==> src/rtl/hwf_pkg.sv <==
package hwf_pkg;

  localparam int TIME_W     = 16;
  localparam int CHAN_W     = 5;
  localparam int EVT_W      = 3;
  localparam int STN_W      = 8;
  localparam int SHIFT_W    = 2;
  localparam int WORD_W     = 16;
  localparam int BOTH_TW    = 9;   // time bits kept, both-edge mode
  localparam int RISE_TW    = 10;  // time bits kept, rising-only mode
  localparam int BYTE_W     = TIME_W / 2;
  localparam int NSLOT      = 3;   // header, word 0, word 1
  localparam int SEL_W      = $clog2(NSLOT);

  typedef struct packed {
    logic [TIME_W-1:0] tm;
    logic              fall;
    logic [CHAN_W-1:0] ch;
  } hit_t;

  typedef struct packed {
    logic [STN_W-1:0]   station;
    logic [SHIFT_W-1:0] shift;
    logic               both;
    logic               dbl;
    logic [TIME_W-1:0]  offset;
  } cfg_t;

endpackage

==> src/rtl/hwf_time_conv.sv <==
module hwf_time_conv
  import hwf_pkg::*;
(
  input  hit_t              hit,
  input  cfg_t              cfg,
  output logic              keep,
  output logic [WORD_W-1:0] w0,
  output logic [WORD_W-1:0] w1
);

  logic [TIME_W:0]  diff;
  logic [RISE_TW-1:0] shifted;
  logic             edge_ok;
  logic             below;

  // subtract first, then shift
  assign diff    = {1'b0, hit.tm} - {1'b0, cfg.offset};
  assign below   = diff[TIME_W];
  assign shifted = RISE_TW'(diff[TIME_W-1:0] >> cfg.shift);
  assign edge_ok = cfg.both || !hit.fall;

  always_comb begin
    keep = edge_ok && (cfg.dbl || !below);
    if (cfg.dbl) begin
      w0 = {1'b0, hit.ch, hit.fall, 1'b0, hit.tm[TIME_W-1:BYTE_W]};
      w1 = {1'b0, hit.ch, hit.fall, 1'b1, hit.tm[BYTE_W-1:0]};
    end else if (cfg.both) begin
      w0 = {1'b0, hit.ch, hit.fall, shifted[BOTH_TW-1:0]};
      w1 = '0;
    end else begin
      w0 = {1'b0, hit.ch, shifted};
      w1 = '0;
    end
  end

  always_comb begin
    if (keep && !cfg.both)
      p_rise_only_r5: assert (!hit.fall);
    if (keep && !cfg.dbl)
      p_neg_drop_r2: assert (hit.tm >= cfg.offset);
  end

endmodule

==> src/rtl/hwf_event_ctr.sv <==
module hwf_event_ctr
  import hwf_pkg::*;
(
  input  logic             clk,
  input  logic             rst_n,
  input  logic             step,
  output logic [EVT_W-1:0] count
);

  always_ff @(posedge clk) begin
    if (!rst_n)    count <= '0;
    else if (step) count <= EVT_W'(count + 1'b1);
  end

  p_evt_step_r7: assert property (@(posedge clk) disable iff (!rst_n)
    step |=> count == EVT_W'($past(count) + 1'b1));

  p_evt_hold_r7: assert property (@(posedge clk) disable iff (!rst_n)
    !step |=> $stable(count));

endmodule

==> src/rtl/hwf_word_seq.sv <==
module hwf_word_seq
  import hwf_pkg::*;
(
  input  logic              clk,
  input  logic              rst_n,
  input  logic              load,
  input  logic [NSLOT-1:0]  new_pend,
  input  logic [WORD_W-1:0] new_word [NSLOT],
  output logic              can_take,
  output logic              out_valid,
  input  logic              out_ready,
  output logic [WORD_W-1:0] out_word
);

  logic [NSLOT-1:0]  pend;
  logic [NSLOT-1:0]  pend_after;
  logic [NSLOT-1:0]  sel_oh;
  logic [SEL_W-1:0]  sel;
  logic [WORD_W-1:0] word_q [NSLOT];
  logic              slot_free;
  logic              emit;

  // lowest pending slot goes first: header, then word 0, then word 1
  always_comb begin
    sel = '0;
    for (int i = NSLOT - 1; i >= 0; i--) begin
      if (pend[i]) sel = SEL_W'(i);
    end
    sel_oh = NSLOT'(1) << sel;
  end

  assign slot_free  = !out_valid || out_ready;
  assign emit       = slot_free && (|pend);
  assign pend_after = emit ? (pend & ~sel_oh) : pend;
  assign can_take   = (pend_after == '0);

  always_ff @(posedge clk) begin
    if (!rst_n) pend <= '0;
    else if (load) pend <= new_pend;
    else pend <= pend_after;
  end

  generate
    for (genvar g = 0; g < NSLOT; g++) begin : g_slot
      always_ff @(posedge clk) begin
        if (!rst_n)    word_q[g] <= '0;
        else if (load) word_q[g] <= new_word[g];
      end
    end
  endgenerate

  always_ff @(posedge clk) begin
    if (!rst_n) begin
      out_valid <= 1'b0;
      out_word  <= '0;
    end else if (emit) begin
      out_valid <= 1'b1;
      out_word  <= word_q[sel];
    end else if (out_ready) begin
      out_valid <= 1'b0;
    end
  end

  p_hold_r9: assert property (@(posedge clk) disable iff (!rst_n)
    out_valid && !out_ready |=> out_valid && $stable(out_word));

  p_drain_r9: assert property (@(posedge clk) disable iff (!rst_n)
    out_valid && out_ready && (pend == '0) && !load |=> !out_valid);

  p_idle_take_r10: assert property (@(posedge clk) disable iff (!rst_n)
    (pend == '0) |-> can_take);

  p_first_due_r10: assert property (@(posedge clk) disable iff (!rst_n)
    load && (new_pend != '0) && !out_valid |=> ##1 out_valid);

endmodule

==> src/rtl/hitword_formatter.sv <==
module hitword_formatter
  import hwf_pkg::*;
(
  input  logic              clk,
  input  logic              rst_n,
  input  logic              rec_valid,
  output logic              rec_ready,
  input  logic              rec_first,
  input  logic              rec_last,
  input  logic [TIME_W-1:0] rec_time,
  input  logic              rec_falling,
  input  logic [CHAN_W-1:0] rec_chan,
  input  logic [STN_W-1:0]  cfg_station,
  input  logic [SHIFT_W-1:0] cfg_shift,
  input  logic              cfg_both_edges,
  input  logic              cfg_double,
  input  logic [TIME_W-1:0] cfg_offset,
  output logic              out_valid,
  input  logic              out_ready,
  output logic [WORD_W-1:0] out_word
);

  hit_t              hit;
  cfg_t              cfg;
  logic              keep;
  logic [WORD_W-1:0] dw0, dw1;
  logic [WORD_W-1:0] hdr;
  logic [EVT_W-1:0]  evt;
  logic              accept;
  logic              can_take;
  logic [NSLOT-1:0]  new_pend;
  logic [WORD_W-1:0] new_word [NSLOT];

  assign hit    = '{tm: rec_time, fall: rec_falling, ch: rec_chan};
  assign cfg    = '{station: cfg_station, shift: cfg_shift, both: cfg_both_edges,
                    dbl: cfg_double, offset: cfg_offset};
  assign accept = rec_valid && can_take;
  assign rec_ready = can_take;

  hwf_time_conv u_conv (
    .hit  (hit),
    .cfg  (cfg),
    .keep (keep),
    .w0   (dw0),
    .w1   (dw1)
  );

  hwf_event_ctr u_evt (
    .clk   (clk),
    .rst_n (rst_n),
    .step  (accept && rec_last),
    .count (evt)
  );

  assign hdr = {1'b1, cfg.dbl, evt, cfg.both, cfg.shift, cfg.station};

  assign new_pend    = {keep && cfg.dbl, keep, rec_first};
  assign new_word[0] = hdr;
  assign new_word[1] = dw0;
  assign new_word[2] = dw1;

  hwf_word_seq u_seq (
    .clk       (clk),
    .rst_n     (rst_n),
    .load      (accept),
    .new_pend  (new_pend),
    .new_word  (new_word),
    .can_take  (can_take),
    .out_valid (out_valid),
    .out_ready (out_ready),
    .out_word  (out_word)
  );

  p_reset_idle_r1: assert property (@(posedge clk)
    !rst_n |=> !out_valid);

endmodule

==> config.mk <==
export PLATFORM = sky130hd
export DESIGN_NAME = hitword_formatter
export DESIGN_NICKNAME = d
export VERILOG_FILES = /design/src/rtl/hwf_pkg.sv /design/src/rtl/hwf_time_conv.sv /design/src/rtl/hwf_event_ctr.sv /design/src/rtl/hwf_word_seq.sv /design/src/rtl/hitword_formatter.sv
export SDC_FILE = /design/constraint.sdc
export NUM_CORES = 1
export LEC_CHECK = 0
export BUFFER_PORTS_ARGS = -buffer_cell sky130_fd_sc_hd__buf_2
export CORE_MARGIN = 2
export CORE_UTILIZATION = 45
export CTS_CLUSTER_SIZE = 40
export DETAILED_ROUTE_END_ITERATION = 12
export GPL_TIMING_DRIVEN = 0
export PLACE_DENSITY = 0.69
export SLEW_MARGIN = 20
export SYNTH_ARGS = -nofsm -noshare
export SYNTH_HDL_FRONTEND = slang
export SYNTH_SLANG_ARGS = --single-unit
export TNS_END_PERCENT = 5
==> constraint.sdc <==
create_clock -name clk -period 2.7 [get_ports clk]
set_input_delay 0.405 -clock clk [delete_from_list [all_inputs] [get_ports clk]]
set_output_delay 0.405 -clock clk [all_outputs]
set_load 0.03 [all_outputs]
==> run_results.csv, run 1 <==
group,metric,value,unit
run,maxCapViolCount,0,
yosys,synth_area_leader_cell,"edfxtp_1",
yosys,synth.top_cell.area_share,33.95,%
yosys,synth-xor-area-share,2.861,%
routing,wl,9591,um
yosys,seq_area_frac_synth,45.52,%
yosys,yosys.area_share.simple,19.05,%
routing,viasPerCell,5.406,
yosys,ys_ff_latch,68,
layout,post-route-cell-area,0.004664,mm^2
clock_tree,insertion_delay,0.35,ns
yosys,syn_inst,408,
run_status,status,"finished, final reports clean",
global_route,grt_max_degree,46,
clock_tree,cts_buffers,9,
layout,drive_above_1_share,21.62,%
yosys,synthArstFlopShare,0,%
timing,fmaxAchievable,410.7,MHz
global_route,gr-usage-met2,35.25,%
clock_tree,cts_tree,"yes",
yosys,synth_compound_area_share,18.74,%
clock_tree,cts_hold_buf,0,
setup_path,critPathKind,"register to register",
timing,rsz0062_at_grt,"false",
placed_design,place.gp.congestion,0.9122,
die,num_rows,34,
yosys,synth_edf_count,45,
timing,hold_violations,0,
placed_design,place_area,0.004473,mm^2
clock_tree,clock-root-buffer,"clkbuf_8",
timing,fin_crit_sh,90.19,%
clock_tree,htree_levels,3,
global_route,grt_first_pass_wirelength,15190,um
yosys,synth_fp_nets,482,
routing,dr.pass1.iters,4,
clock_tree,clock-sinks,68,
yosys,synth_top_family_by_area,"simple AND/OR/NAND/NOR gates",
layout,synthToLayoutAreaGrowth,17.20,%
yosys,yosysMostFrequentCell,"edfxtp_1",
layout,num_antenna_cells,0,
setup_path,cp-start-kind,"register",
timing,layout_setup_ws,0.2650,ns
setup_path,required,2.67,ns
routing,dr.first_iter.drc_count,116,
yosys,synth_area,0.003980,mm^2
placed_design,io_buffers,71,
die,die_area,0.009613,mm^2
routing,drt-wirelength-per-cell,15.91,um
clock_tree,cts_setup_buffers,0,
clock_tree,ctsResizeCount,0,
setup_path,setup.worst_path.end_class,"register",
placed_design,dp_cells,587,
timing,max_slew_margin,29.24,%
global_route,met3_usage,2.649,%
power_and_ir_drop,leakage,2.034,nW
die,die_h,98.05,um
die,core,0.008636,mm^2
timing,setup_viol,0,
yosys,synth_common_cells,"edfxtp_1 (45), nor2_1 (37), a21oi_1 (25), inv_1 (25)",
timing,fin_skew,0.008971,ns
timing,drv_slew,0,
routing,drcViolationCount,0,
timing,tightest_slew,1.061,ns
yosys,muxShareOfSynthArea,2.201,%
layout,fin_nets,564,
yosys,synthAdderAreaFrac,6.130,%
power_and_ir_drop,power,2.655,mW
setup_path,arrival,2.40,ns
global_route,grt_pass1_vias,3179,
die,io_pins,74,
die,die_w,98.05,um
hold_path,hold_class,"input pin to register",
die,start_util,46.09,%
timing,hold_ws,0.3091,ns
layout,layoutNonFillerInstCount,603,
yosys,synth_ff_type,"edfxtp_1",
placed_design,dp_hpwl,7273,um
power_and_ir_drop,ir_worst_vdd,0.2110,mV
layout,fillCellCount,789,
placed_design,post-place-ws,-0.06252,ns
global_route,grt_busiest_layer,"met2",
routing,ant_nets,0,
setup_path,path_max_fanout,45,
timing,period_minus_slack,2.435,ns
global_route,gr-total-overflow,0,
global_route,grt_usage,20.12,%
yosys,synth.area.top_cells,"edfxtp_1 (34%), dfxtp_1 (12%), ha_1 (5.3%), nor2_1 (3.5%), o22a_1 (3.3%)",
global_route,antenna_found_initial,0,
clock_tree,clk_pin_slew_worst_paths,0.08,ns
power_and_ir_drop,powerDensity,569.2,mW/mm^2
yosys,yosysWarnings,0,
routing,via_count,3260,
global_route,grt_util_met1,24.12,%
setup_path,rrSetupSlack,0.26,ns
yosys,postSynthAreaPerCell,9.755,um^2
yosys,synth_cell_types,59,
clock_tree,cts_max_path_buffers,2,
routing by layer:
metal,wire length [um],vias up,part of all wire [%]
met2,4826,88,50
met3,517,9,5.4
met1,4126,1514,43
met4,121,0,1.3
li1,-,1649,-
met5,0,-,0
power breakdown:
| part | switching (mW) | internal, mW |
|---|---|---|
| logic | 0.363 | 0.251 |
| clock network | 0.387 | 0.421 |
| registers | 0.0369 | 1.20 |
| total | 0.787 | 1.87 |
kinds of logic (layout without fill, tap and decap cells):
group,count (synthesis),after routing
adder cells (fa/ha/maj),19,19
XOR/XNOR,13,13
multiplexers,6,6
flip-flops,68,68
buffers and inverters,50,137
AO/OA/AOI/OAI,106,106
AND/OR/NAND/NOR,146,146
sequential cells by signal, summed over array words and instances (netlist names):
name	count
u_seq.pend	3
u_seq.word_q	45
u_seq.out_valid	1
u_evt.count	3
u_seq.out_word	16
per-stage QoR:
| stage | setup TNS, ns | utilization [%] |
|---|---|---|
| after floorplan | 0 | - |
| after global placement | -0.05159 | 51.80 |
| after detailed placement | -0.06252 | 51.80 |
| after CTS | 0 | 54.01 |
| after global routing | 0 | 54.01 |
| final | 0 | 54.01 |
critical path: stages, from the launching register on:
cell,delay (ns)
dfxtp_1,0.39
or3_1,0.43
o21ai_2,0.09
and2_1,0.14
buf_4,0.15
nand2b_2,0.83
layout make-up:
type / instances / area, um^2 / share of cell area (%)
buffer: 23 / 112.6 / 2.414
inverter: 27 / 106.4 / 2.280
tap: 108 / 135.1 / 2.897
clock buffer: 9 / 123.9 / 2.656
clock inverter: 7 / 67.56 / 1.448
sequential: 68 / 1812 / 38.84
multi-input combinational: 290 / 1952 / 41.85
timing repair buffer: 71 / 355.3 / 7.618
final timing paths:
path / startpoint / to / cells after the start
worst max-delay path: u_seq.pend[0] / u_seq.word_q[0][5] / 5
worst min-delay path: rec_first / u_seq.pend[0] / 3
worst max register to register: u_seq.pend[0] / u_seq.word_q[0][5] / 5
worst min register to register: u_evt.count[1] / u_evt.count[1] / 2
placed cells by master, fill, tap and decap left out, types with 14 or more instances in the layout:
cell type / n
buf_2: 74
edfxtp_1: 45
nor2_1: 37
inv_1: 25
a21oi_1: 25
nand2_1: 23
dfxtp_1: 23
and2_1: 20
nor2b_1: 18
nor3_1: 18
ha_1: 17
clkbuf_1: 16
o22ai_1: 16
o22a_1: 15
and3_1: 14
No activity file was read; power rests on OpenSTA's default activity.
==> run 2, diff against run 1 <==
PLACE_DENSITY = 0.67   (was 0.69)
clock period = 2.95 ns   (was 2.7 ns; I/O delays follow)
==> run 2 against run 1 <==
  * Flip-flop and latch count is the same
  * Non-clock buffer count grew 1
  * Critical path depth grew 6
  * Global-route usage grew 1.0 points
  * Largest cell class unchanged
  * Largest power group unchanged
==> run_results.csv, run 2 (synthesized netlist as in run 1, its figures left out) <==
group,metric,value,unit
setup_path,setup.worst_path.end_class,"register",
layout,layoutNonFillerInstCount,604,
clock_tree,cts_tree,"yes",
timing,tightest_slew,0.5751,ns
layout,layout_commonest_cell,"buf_2",
routing,dr.first_iter.drc_count,151,
layout,top_register,"u_seq.word_q",
setup_path,startpoint,"rec_time[0]",
routing,dr.pass1.iters,4,
placed_design,dp_hpwl,7777,um
timing,rsz0062_at_grt,"false",
die,start_util,46.09,%
power_and_ir_drop,powerDensity,507.2,mW/mm^2
global_route,grt_first_pass_wirelength,16070,um
layout,synthToLayoutAreaGrowth,17.29,%
die,die_area,0.009613,mm^2
clock_tree,cts_max_path_buffers,2,
setup_path,arrival,2.54,ns
timing,setup_viol,0,
layout,num_antenna_cells,0,
timing,hold_ws,0.3848,ns
die,die_h,98.05,um
power_and_ir_drop,ir_worst_vdd,0.2076,mV
setup_path,r2r-start,"u_seq.pend[2]",
timing,fin_skew,0.01136,ns
timing,drv_slew,0,
layout,largest_register_ffs,45,
layout,most-common-layout-cells,"buf_2 (74), edfxtp_1 (45), nor2_1 (37)",
setup_path,cp-start-kind,"input pin",
die,core,0.008636,mm^2
global_route,grt_usage,21.16,%
clock_tree,cts_hold_buf,0,
setup_path,critPathKind,"input pin to register",
setup_path,required,3.03,ns
layout,multi_input_area,0.001952,mm^2
timing,fin_crit_sh,83.27,%
global_route,grt_pass1_vias,3248,
clock_tree,ctsResizeCount,0,
die,die_w,98.05,um
routing,drcViolationCount,0,
routing,ant_nets,0,
layout,fillCellCount,834,
power_and_ir_drop,leakage,2.038,nW
routing,wl,9883,um
hold_path,hp-start,"cfg_station[1]",
routing,via_count,3307,
timing,max_slew_margin,61.66,%
global_route,antenna_found_initial,0,
global_route,grt_max_degree,32,
placed_design,dp_cells,588,
setup_path,path_max_fanout,3,
routing,viasPerCell,5.475,
layout,drive_above_1_share,21.37,%
clock_tree,clock-root-buffer,"clkbuf_8",
placed_design,io_buffers,71,
clock_tree,clock-sinks,68,
clock_tree,cts_buffers,9,
timing,fmaxAchievable,407.1,MHz
hold_path,hold_class,"input pin to register",
layout,top_regs,"u_seq.word_q: 45 flops, u_seq.out_word: 16 flops",
timing,period_minus_slack,2.456,ns
global_route,gr-total-overflow,0,
layout,seq_area,0.001812,mm^2
placed_design,place.gp.congestion,0.8493,
die,num_rows,34,
clock_tree,insertion_delay,0.34,ns
clock_tree,cts_setup_buffers,0,
clock_tree,clk_pin_slew_worst_paths,0.07,ns
run_status,status,"finished, final reports clean",
clock_tree,htree_levels,3,
timing,hold_violations,0,
die,io_pins,74,
layout,fin_nets,565,
routing,drt-wirelength-per-cell,16.36,um
run,maxCapViolCount,0,
-- run 2: changes by cell type in the layout (fill, tap and decap cells not counted), sizes merged --
| cell | change |
|---|---|
| buf | +1 |
| clkinv | -3 |
| clkinvlp | -1 |
| bufinv | -1 |
| clkbuf | +5 |
-- run 2: stage by stage --
stage / setup slack [ns] / utilization, % / total power, mW / TNS, ns / cell area (um^2)
after global placement: -0.1604 / 51.77 / 1.706 / -7.110 / 4471
final: 0.4935 / 54.06 / 2.368 / 0 / 4668
after CTS: 0.5034 / 54.06 / 2.379 / 0 / 4668
after floorplan: 0.04557 / - / 1.545 / 0 / 3980
after detailed placement: 0.1534 / 52.03 / 1.719 / 0 / 4493
after global routing: 0.2679 / 54.06 / 2.492 / 0 / 4668
-- run 2: metal layers --
metal	global-route usage, %	routed length, um
met1	26.46	4165
met2	37.46	5022
met3	2.219	534
met4	8.440	160
met5	0	0
-- run 2: where the power goes --
part,switching (mW),internal [mW]
clock network,0.317,0.351
registers,0.0336,1.09
logic,0.339,0.233
-- run 2: final timing paths --
check             slack (ns)                 end  depth (start not counted)
setup / recovery        0.49  u_seq.word_q[1][3]                         11
hold / removal          0.38  u_seq.word_q[0][1]                          2
setup reg to reg        0.81  u_seq.word_q[1][8]                          7
hold reg to reg         0.51  u_seq.out_word[15]                          2
-- run 2: final cells by class --
class                      instances  area share, %
buffer                            23          2.412
clock buffer                      14          3.484
clock inverter                     2         0.2680
inverter                          27          2.278
multi-input combinational        290          41.81
sequential                        68          38.81
tap                              108          2.895
timing repair buffer              72          8.041
-- run 2: critical path, stage by stage --
cell and delay [ns]:
buf_2 0.09, inv_1 0.03, ha_1 0.24, fa_1 0.41, nand2b_1 0.18, a21o_1 0.21
nand2_1 0.11, xnor2_1 0.17, inv_1 0.07, mux4_2 0.45, o2bb2ai_1 0.13
==> run 3, diff against run 2 <==
clock period = 2.5 ns   (was 2.95 ns; I/O delays follow)
==> run 3 against run 2 <==
  * Flip-flop and latch count stayed put
  * Register-to-register slack got worse by 0.39 ns
  * Clock skew down 0.0011 ns
  * Via count decreased by 0.97%
  * Total power grew 19%
  * Critical path depth stayed put
  * Combinational power rose by 17%
  * Final cell count shrank 0.17%
==> run_results.csv, run 3 (synthesized netlist as in run 1, its figures left out) <==
group,metric,value,unit
routing,dr.pass1.iters,4,
die,io_pins,74,
global_route,grt_usage,20.61,%
global_route,grt_pass1_vias,3184,
setup_path,crit_end,"u_seq.word_q[1][3]",
routing,m1WireLength,4111,um
layout,synthToLayoutAreaGrowth,17.29,%
global_route,grt_first_pass_wirelength,15590,um
layout,largest_register_ffs,45,
power_and_ir_drop,pwr-share-comb,23.9,%
die,num_rows,34,
layout,drive_above_1_share,21.82,%
layout,fillCellCount,795,
timing,fin_crit_sh,93.23,%
routing,dr.first_iter.drc_count,110,
setup_path,critPathKind,"input pin to register",
global_route,gr-total-overflow,0,
timing,drv_slew,0,
layout,num_antenna_cells,0,
layout,fin_nets,564,
setup_path,cp-start-kind,"input pin",
routing,ant_nets,0,
power_and_ir_drop,ir_worst_vdd,0.2196,mV
routing,via_count,3275,
timing,fin_setup_tns,0,ns
setup_path,required,2.59,ns
timing,rsz0062_at_grt,"false",
die,die_h,98.05,um
layout,layout_commonest_cell,"buf_2",
die,start_util,46.09,%
clock_tree,cts_max_path_buffers,2,
routing,wl,9685,um
power_and_ir_drop,p_sw,0.8378,mW
die,die_w,98.05,um
placed_design,dp_hpwl,7457,um
global_route,grt_max_degree,46,
power_and_ir_drop,p_int,1.976,mW
setup_path,r2r_end,"u_seq.word_q[1][4]",
clock_tree,cts_setup_buffers,0,
hold_path,hold_class,"input pin to register",
placed_design,io_buffers,71,
routing,drt-wirelength-per-cell,16.06,um
global_route,antenna_found_initial,0,
timing,fin_skew,0.01022,ns
die,core,0.008636,mm^2
placed_design,place.gp.congestion,0.9122,
setup_path,arrival,2.42,ns
setup_path,rrSetupSlack,0.42,ns
setup_path,r2r-start,"u_seq.pend[0]",
setup_path,r2r_cells,5,
routing,top_layer_used,"met4",
power_and_ir_drop,clkPwrFrac,28.8,%
clock_tree,clk_pin_slew_worst_paths,0.07,ns
power_and_ir_drop,power,2.814,mW
clock_tree,clock-root-buffer,"clkbuf_8",
routing,drcViolationCount,0,
die,die_area,0.009613,mm^2
routing,viasPerCell,5.431,
clock_tree,clock-sinks,68,
routing,routed-wl-met2,4905,um
timing,hold_violations,0,
timing,fmaxAchievable,429.1,MHz
power_and_ir_drop,leakage,2.042,nW
timing,tightest_slew,0.5811,ns
timing,max_slew_margin,61.24,%
routing,wl_met3,525,um
layout,top_register,"u_seq.word_q",
clock_tree,insertion_delay,0.34,ns
layout,most-common-layout-cells,"buf_2 (74), edfxtp_1 (45), nor2_1 (37)",
setup_path,startpoint,"rec_time[0]",
setup_path,path_max_fanout,3,
timing,setup_viol,0,
clock_tree,htree_levels,3,
clock_tree,cts_buffers,9,
layout,top_regs,"u_seq.word_q: 45 flops, u_seq.out_word: 16 flops",
setup_path,setup.worst_path.end_class,"register",
power_and_ir_drop,seqPwrFrac,47.3,%
timing,period_minus_slack,2.331,ns
run,maxCapViolCount,0,
clock_tree,cts_tree,"yes",
run_status,status,"finished, final reports clean",
power_and_ir_drop,powerDensity,602.8,mW/mm^2
power_and_ir_drop,swShare,29.77,%
[run 3: power by group through the flow]
stage | registers (mW) | logic (mW) | clock network, mW
after floorplan | 1.39 | 0.433 | 0
after global placement | 1.35 | 0.655 | 0
after detailed placement | 1.36 | 0.666 | 0
after CTS | 1.33 | 0.669 | 0.814
after global routing | 1.34 | 0.741 | 0.865
final | 1.33 | 0.671 | 0.812
[run 3: cell type report]
cell class	count	area (um^2)	area share, %
Inverter	27	106.4	2.278
Clock buffer	11	152.6	3.270
Multi-Input combinational cell	290	1968	42.16
Buffer	23	112.6	2.412
Timing Repair Buffer	71	355.3	7.612
Sequential cell	68	1812	38.81
Tap cell	108	135.1	2.895
Clock inverter	5	26.28	0.5629
[run 3: how the worst min path moves through the flow]
stage | start | end | slack (ns) | depth (start not counted)
final | rec_first | u_seq.pend[0] | 0.30 | 3
after global placement | u_evt.count[1] | u_evt.count[1] | 0.48 | 2
after floorplan | u_evt.count[1] | u_evt.count[1] | 0.46 | 2
after detailed placement | u_seq.out_word[1] | u_seq.out_word[1] | 0.50 | 2
after CTS | cfg_station[4] | u_seq.word_q[0][4] | 0.30 | 2
after global routing | cfg_station[4] | u_seq.word_q[0][4] | 0.29 | 2
[run 3: metal layers]
layer | up-vias | track usage [%]
met2 | 97 | 35.30
li1 | 1648 | -
met5 | - | 0
met4 | 0 | 6.624
met3 | 11 | 4.366
met1 | 1519 | 26.09
[run 3: per-stage QoR]
stage	hold WS, ns	cells	cell area, um^2	util, %	setup WS (ns)
floorplan	0.4556	408	3983	-	0.05562
global placement	0.4772	587	4473	51.80	-0.2261
detailed placement	0.4951	587	4473	51.80	-0.2285
CTS	0.2951	603	4652	53.87	0.04963
global route	0.2938	603	4668	54.06	0.04837
finish	0.3042	603	4668	54.06	0.1693
[run 3: critical path: stages]
cell	delay, ns
buf_2	0.09
inv_1	0.04
ha_1	0.25
fa_2	0.36
nand2b_1	0.16
a21o_1	0.21
nand2_1	0.11
xnor2_1	0.16
inv_1	0.07
mux4_2	0.46
o2bb2ai_1	0.14
[run 3: repair_timing]
action / 4_1_cts / 5_1_grt
hold buffers: 0 / 0
gates resized for setup: 0 / 3
endpoints found under the setup margin: 0 / 3
hold endpoints to repair: 0 / 0
